$ cat src/rtl/vic_pkg.sv
// Package: shared defaults for the dual-group vectored interrupt controller.
// Assumes: vectors are one byte wide; channel counts fit the index width.
package vic_pkg;
    localparam int VIC_RX_CH = 8;
    localparam int VIC_TX_CH = 3;
    localparam int VIC_VEC_W = 8;
endpackage

$ cat src/rtl/vic_req_latch.sv
// Module: per-channel pending flags. A set pulse wins over a clear on the
// same edge so that an event arriving during delivery is not lost.
// Assumes: clr_i is at most one-hot and comes from the group responder.
module vic_req_latch #(
    parameter int N = 8
) (
    input  logic         clk,
    input  logic         rst_n,
    input  logic [N-1:0] set_i,
    input  logic [N-1:0] clr_i,
    output logic [N-1:0] pend_o
);
    logic [N-1:0] pend_q;

    // Purpose: hold pending flags, clear on delivery, set on new event.
    always_ff @(posedge clk) begin
        if (!rst_n) pend_q <= '0;
        else        pend_q <= (pend_q & ~clr_i) | set_i;
    end

    assign pend_o = pend_q;

    for (genvar g = 0; g < N; g++) begin : g_chk
        AST_EVENT_LATCHED: assert property (@(posedge clk) disable iff (!rst_n)
            set_i[g] |=> pend_o[g]);
        AST_DELIVERY_CLEARS: assert property (@(posedge clk) disable iff (!rst_n)
            clr_i[g] && !set_i[g] |=> !pend_o[g]);
    end
endmodule

$ cat src/rtl/vic_prio_sel.sv
// Module: picks the winning channel among active requests.
// PROG=1: slot table, slot 0 highest, each slot names a channel.
// PROG=0: fixed order, channel 0 highest; the slot table is ignored.
// Assumes: in PROG mode the table is a permutation of the channels.
module vic_prio_sel #(
    parameter int N    = 8,
    parameter int IW   = 3,
    parameter bit PROG = 1'b1
) (
    input  logic [N-1:0]    active_i,
    input  logic [N*IW-1:0] prio_i,
    output logic            hit_o,
    output logic [IW-1:0]   idx_o
);
    localparam int SPAN = 1 << IW;

    if (PROG) begin : g_prog
        logic [SPAN-1:0] act_pad;

        // Purpose: widen the active vector so any slot value indexes safely.
        always_comb begin
            act_pad          = '0;
            act_pad[N-1:0]   = active_i;
        end

        // Purpose: scan slots from lowest priority up so slot 0 wins last.
        always_comb begin
            hit_o = 1'b0;
            idx_o = '0;
            for (int k = N - 1; k >= 0; k--) begin
                if (act_pad[prio_i[k*IW +: IW]]) begin
                    hit_o = 1'b1;
                    idx_o = prio_i[k*IW +: IW];
                end
            end
        end
    end else begin : g_fixed
        logic unused_prio;
        assign unused_prio = ^prio_i;

        // Purpose: lowest channel number among active requests wins.
        always_comb begin
            hit_o = 1'b0;
            idx_o = '0;
            for (int k = N - 1; k >= 0; k--) begin
                if (active_i[k]) begin
                    hit_o = 1'b1;
                    idx_o = IW'(k);
                end
            end
        end
    end
endmodule

$ cat src/rtl/vic_group.sv
// Module: one interrupt group: pending flags, masking, arbitration, daisy
// chain pass-through and registered vector answer to an acknowledge.
// Assumes: iack is a strobe from the host side; ein comes from upstream.
module vic_group #(
    parameter int N    = 8,
    parameter int IW   = 3,
    parameter int VW   = 8,
    parameter bit PROG = 1'b1
) (
    input  logic            clk,
    input  logic            rst_n,
    input  logic [N-1:0]    evt_i,
    input  logic [N-1:0]    mask_i,
    input  logic [N*IW-1:0] prio_i,
    input  logic [VW-1:0]   base_i,
    input  logic            iack_i,
    input  logic            ein_i,
    output logic            eout_o,
    output logic            irq_o,
    output logic [VW-1:0]   vec_o,
    output logic            vec_vld_o
);
    logic [N-1:0]  pend;
    logic [N-1:0]  active;
    logic [N-1:0]  clr;
    logic          hit;
    logic [IW-1:0] win;
    logic          deliver;
    logic [VW-1:0] vec_q;
    logic          vld_q;
    logic          unused_base;

    assign unused_base = ^base_i[IW-1:0];

    vic_req_latch #(.N(N)) u_latch (
        .clk    (clk),
        .rst_n  (rst_n),
        .set_i  (evt_i),
        .clr_i  (clr),
        .pend_o (pend)
    );

    assign active = pend & ~mask_i;

    vic_prio_sel #(.N(N), .IW(IW), .PROG(PROG)) u_sel (
        .active_i (active),
        .prio_i   (prio_i),
        .hit_o    (hit),
        .idx_o    (win)
    );

    // Purpose: answer only when enabled from upstream and holding a request.
    assign deliver = iack_i & ein_i & hit;

    // Purpose: one-hot clear of the delivered channel.
    always_comb begin
        clr = '0;
        if (deliver) clr[win] = 1'b1;
    end

    // Purpose: register the vector and its valid strobe.
    always_ff @(posedge clk) begin
        if (!rst_n) begin
            vld_q <= 1'b0;
            vec_q <= '0;
        end else begin
            vld_q <= deliver;
            if (deliver) vec_q <= {base_i[VW-1:IW], win};
        end
    end

    assign irq_o     = hit;
    assign eout_o    = ein_i & ~hit;
    assign vec_o     = vec_q;
    assign vec_vld_o = vld_q;

    AST_WINNER_ACTIVE: assert property (@(posedge clk) disable iff (!rst_n)
        hit |-> active[win]);
    AST_VECTOR_NEEDS_GRANT: assert property (@(posedge clk) disable iff (!rst_n)
        vec_vld_o |-> $past(iack_i && ein_i));
    AST_VECTOR_INDEX_RANGE: assert property (@(posedge clk) disable iff (!rst_n)
        vec_vld_o |-> (int'(vec_o[IW-1:0]) < N));

    for (genvar g = 0; g < N; g++) begin : g_mchk
        AST_MASK_KEEPS_FLAG: assert property (@(posedge clk) disable iff (!rst_n)
            pend[g] && mask_i[g] |=> pend[g]);
    end
endmodule

$ cat src/rtl/irq_vec_daisy.sv
// Module: top of the dual-group vectored interrupt controller. The receive
// group uses a programmable slot table; the transmit group a fixed order.
// Assumes: masks, slot table and bases are held stable by a register file.
module irq_vec_daisy
    import vic_pkg::*;
#(
    parameter int RX_CH = VIC_RX_CH,
    parameter int TX_CH = VIC_TX_CH,
    parameter int VEC_W = VIC_VEC_W
) (
    input  logic                      clk,
    input  logic                      rst_n,
    input  logic [RX_CH-1:0]          rx_req,
    input  logic [TX_CH-1:0]          tx_req,
    input  logic [RX_CH-1:0]          rx_mask,
    input  logic [TX_CH-1:0]          tx_mask,
    input  logic [RX_CH*$clog2(RX_CH)-1:0] rx_prio,
    input  logic [VEC_W-1:0]          rx_vbase,
    input  logic [VEC_W-1:0]          tx_vbase,
    input  logic                      rx_iack,
    input  logic                      rx_ein,
    output logic                      rx_eout,
    output logic                      rx_irq,
    output logic [VEC_W-1:0]          rx_vec,
    output logic                      rx_vec_vld,
    input  logic                      tx_iack,
    input  logic                      tx_ein,
    output logic                      tx_eout,
    output logic                      tx_irq,
    output logic [VEC_W-1:0]          tx_vec,
    output logic                      tx_vec_vld
);
    localparam int RX_IW = $clog2(RX_CH);
    localparam int TX_IW = $clog2(TX_CH);

    vic_group #(.N(RX_CH), .IW(RX_IW), .VW(VEC_W), .PROG(1'b1)) u_rx (
        .clk       (clk),
        .rst_n     (rst_n),
        .evt_i     (rx_req),
        .mask_i    (rx_mask),
        .prio_i    (rx_prio),
        .base_i    (rx_vbase),
        .iack_i    (rx_iack),
        .ein_i     (rx_ein),
        .eout_o    (rx_eout),
        .irq_o     (rx_irq),
        .vec_o     (rx_vec),
        .vec_vld_o (rx_vec_vld)
    );

    vic_group #(.N(TX_CH), .IW(TX_IW), .VW(VEC_W), .PROG(1'b0)) u_tx (
        .clk       (clk),
        .rst_n     (rst_n),
        .evt_i     (tx_req),
        .mask_i    (tx_mask),
        .prio_i    ('0),
        .base_i    (tx_vbase),
        .iack_i    (tx_iack),
        .ein_i     (tx_ein),
        .eout_o    (tx_eout),
        .irq_o     (tx_irq),
        .vec_o     (tx_vec),
        .vec_vld_o (tx_vec_vld)
    );

    AST_IRQ_FALLS_AFTER_LAST: assert property (@(posedge clk) disable iff (!rst_n)
        rx_irq && rx_iack && rx_ein && ($countones(rx_req) == 0) && ($countones(rx_req | ~rx_mask) == 1) |=> !rx_irq);
endmodule

$ cat config.mk
export PLATFORM = sky130hd
export DESIGN_NAME = irq_vec_daisy
export DESIGN_NICKNAME = d
export VERILOG_FILES = /design/src/rtl/vic_pkg.sv /design/src/rtl/vic_req_latch.sv /design/src/rtl/vic_prio_sel.sv /design/src/rtl/vic_group.sv /design/src/rtl/irq_vec_daisy.sv
export SDC_FILE = /design/constraint.sdc
export NUM_CORES = 1
export LEC_CHECK = 0
export BUFFER_PORTS_ARGS = -buffer_cell sky130_fd_sc_hd__buf_2
export CAP_MARGIN = 25
export CORE_MARGIN = 8
export CORE_UTILIZATION = 44
export CTS_CLUSTER_SIZE = 20
export DETAILED_ROUTE_END_ITERATION = 8
export GPL_ROUTABILITY_DRIVEN = 1
export PLACE_DENSITY = 0.76
export REMOVE_ABC_BUFFERS = 1
export SLEW_MARGIN = 15
export SYNTH_ARGS = -nofsm -noshare
export SYNTH_HDL_FRONTEND = slang
export SYNTH_SLANG_ARGS = --single-unit
$ cat constraint.sdc
create_clock -name clk -period 2.55 [get_ports clk]
set_clock_uncertainty 0.1 [all_clocks]
set_input_delay 0.255 -clock clk [delete_from_list [all_inputs] [get_ports clk]]
set_output_delay 0.255 -clock clk [all_outputs]
set_load 0.05 [all_outputs]
==> impl_metrics.json <==
{
  "synth_top_area_share_pct": 25.9,
  "fill_cells": 415,
  "io_buffer_count": 84,
  "hp-class": "in2reg",
  "worstHoldPathCells": 2,
  "layout_commonest_cell": "buf_2",
  "clk_latency_ns": 0.28,
  "peakVddDrop_uv": 444,
  "status": "complete, but fails checks",
  "cp_cell_sequence": "and2b_1 > mux4_2 > mux2_4 > o211a_1 > o311a_1 > or3_4 > o41a_1",
  "antenna_cells": 0,
  "clock-root-buffer": "clkbuf_8",
  "synth-main-ff-cell": "dfxtp_1",
  "htreeDepth": 2,
  "timing.reg2reg.setup_slack_ns": -0.23,
  "yosysWarnings": 0,
  "mostFrequentLayoutCells": "83 x buf_2, 45 x buf_4, 26 x mux4_2, 23 x nor2b_1, 21 x dfxtp_1",
  "finalCritPeriodShare_pct": 109,
  "hold_end": "u_tx.u_latch.pend_o[2]",
  "crit_family": "compound AO/OA/AOI/OAI gates",
  "ys_types": 41,
  "worst_path_largest_cell_delay_ns": 0.46,
  "clk_path_buf_depth": 2,
  "vias": 2314,
  "cp-end-kind": "register",
  "fin_crit_ns": 2.78,
  "synth_top_cell_by_area": "mux4_2",
  "seq_area_frac_synth_pct": 25.7,
  "grt_max_degree": 30,
  "fin_ws_ns": -0.231,
  "start_kind": "register",
  "ant_nets": 0,
  "ys_async_sr_fraction_pct": 0,
  "overflow": 0,
  "slew-limit-headroom_pct": 71.8,
  "r2r-start": "u_rx.u_latch.pend_o[4]",
  "ys_seq_elements": 29,
  "nets": 412,
  "vias_per_cell": 5.59,
  "worstPathMaxFanout": 3,
  "die_area_um2": 7690,
  "path_class": "reg2reg",
  "drcViolationCount": 0,
  "setup_viol": 18,
  "initial_core_util_pct": 44.8,
  "drtIter0Drc": 101,
  "finalHoldViolCount": 0,
  "leakagePower_nw": 1.44,
  "avgSynthCellArea_um2": 10.5,
  "worst_pin_slew_ns": 0.423,
  "antenna_found_initial": 0,
  "violations": "negative setup slack",
  "wl_per_cell_um": 17.3,
  "clk_pin_slew_worst_paths_ns": 0.06,
  "maxCapViolCount": 0,
  "rsz0062_at_grt": "yes",
  "grt_pass1_vias": 2469,
  "placeableCoreArea_um2": 5040,
  "hpwl_um": 5800,
  "cts_tree": "yes",
  "synthTopCellsByArea": "mux4_2 26%, dfxtp_1 26%, mux2i_1 9.3%",
  "syn_inst": 215,
  "first_pass_iters": 4,
  "grt.total_usage_pct": 19.1,
  "worst-path-buf-inv": 0,
  "place.gp.congestion": 1.01,
  "holdWs_ns": 0.0808,
  "cts_buffers": 5,
  "crit_slowest_cell": "mux4_2",
  "worstPathArrival_ns": 2.84,
  "powerDensity_nw_per_um2": 461,
  "max_freq_mhz": 360,
  "die_h_um": 87.7,
  "syn-cell-area_um2": 2260,
  "synth_edf_count": 0,
  "ff2ff_path_depth": 7,
  "critPathRequiredTime_ns": 2.61,
  "grt_pass1_wl_um": 11400,
  "slew_violations": 0,
  "hold_path.startpoint": "tx_req[2]",
  "drt_wl_total_um": 7160,
  "power.total_w": 0.00151,
  "drive_above_1_share_pct": 56.4,
  "area_growth_syn_to_layout_pct": 44.6,
  "io-pin-count": 90,
  "die_x_um": 87.7,
  "r2r_end": "u_rx.u_latch.pend_o[3]",
  "cts.sinks": 29,
  "num_rows": 26
}
==> repair_timing <==
action                                  in CTS  in global routing
endpoints found under the setup margin      19                 19
hold buffers                                 0                  0
gates resized for setup                     16                 17
buffers inserted                             1                  1
pin swaps                                    5                  3
==> worst reg2reg max path, delay by kind of cell (launching register included) <==
family	cells	cell delay, ns
simple gates	2	0.57
compound gates	3	0.91
mux	2	0.76
flops	1	0.33
==> metal layers <==
layer / wire [µm] / vias up / track usage, %
met5: 0 / - / 0
met1: 2750 / 1108 / 21.0
met2: 3520 / 111 / 33.1
li1: - / 1083 / -
met3: 750 / 12 / 6.85
met4: 136 / 0 / 6.41
==> where the power goes <==
| group | internal [W] | switching [W] |
|---|---|---|
| logic | 0.000301 | 0.000329 |
| clock network | 0.000213 | 0.000158 |
| registers | 0.000484 | 0.0000195 |
| total | 0.000999 | 0.000507 |
==> sequential cells by signal (all words and copies together) (netlist names) <==
signal,flops
u_tx.vec_vld_o,1
u_rx.vec_o,8
u_rx.vec_vld_o,1
u_rx.u_latch.pend_o,8
u_tx.vec_o,8
u_tx.u_latch.pend_o,3
==> worst max path at each step <==
stage                           start                endpoint  cells after the start
3_5_place_dp               rx_mask[5]  u_rx.u_latch.pend_o[5]                     10
2_1_floorplan              rx_mask[4]  u_rx.u_latch.pend_o[1]                      8
5_1_grt        u_rx.u_latch.pend_o[4]                 rx_eout                      7
4_1_cts        u_rx.u_latch.pend_o[4]  u_rx.u_latch.pend_o[3]                      7
6_report       u_rx.u_latch.pend_o[4]  u_rx.u_latch.pend_o[3]                      7
3_3_place_gp               rx_mask[4]  u_rx.u_latch.pend_o[3]                      8
==> layout make-up <==
cell class	instances	area (µm²)	share of cell area, %
Multi-Input combinational cell	172	1720	52.5
Tap cell	70	87.6	2.68
Timing Repair Buffer	128	753	23.1
Inverter	8	30.0	0.919
Clock buffer	7	86.3	2.64
Sequential cell	29	593	18.2
==> cells by family (layout without fill, tap and decap cells) <==
| group | after synthesis | count (layout) | synth area share (%) |
|---|---|---|---|
| AO/OA/AOI/OAI | 45 | 45 | 14.9 |
| buffers and inverters | 14 | 143 | 2.38 |
| multiplexers | 50 | 50 | 36.7 |
| flip-flops | 29 | 29 | 25.7 |
| AND/OR/NAND/NOR | 77 | 77 | 20.3 |
==> stage by stage <==
step	instance area (µm²)	instances	utilization, %	TNS (ns)	setup slack (ns)
floorplan	2240	209	-	-5.26	-0.413
global placement	3060	405	60.7	-4.66	-0.313
detailed placement	3060	405	60.7	-5.08	-0.380
CTS	3200	413	63.5	-2.63	-0.212
global route	3270	414	64.8	-4.43	-0.296
finish	3270	414	64.8	-2.18	-0.231
==> Yosys cell counts, types with 4 or more instances <==
master / count
nor2b_1: 26
mux2i_1: 21
a21oi_1: 8
o41a_1: 4
o21a_1: 11
nand2b_1: 14
o21ai_0: 5
nand2_1: 8
mux4_2: 26
nor2_1: 11
inv_1: 8
clkbuf_1: 5
dfxtp_1: 29
(Power assumes the default switching activity.)
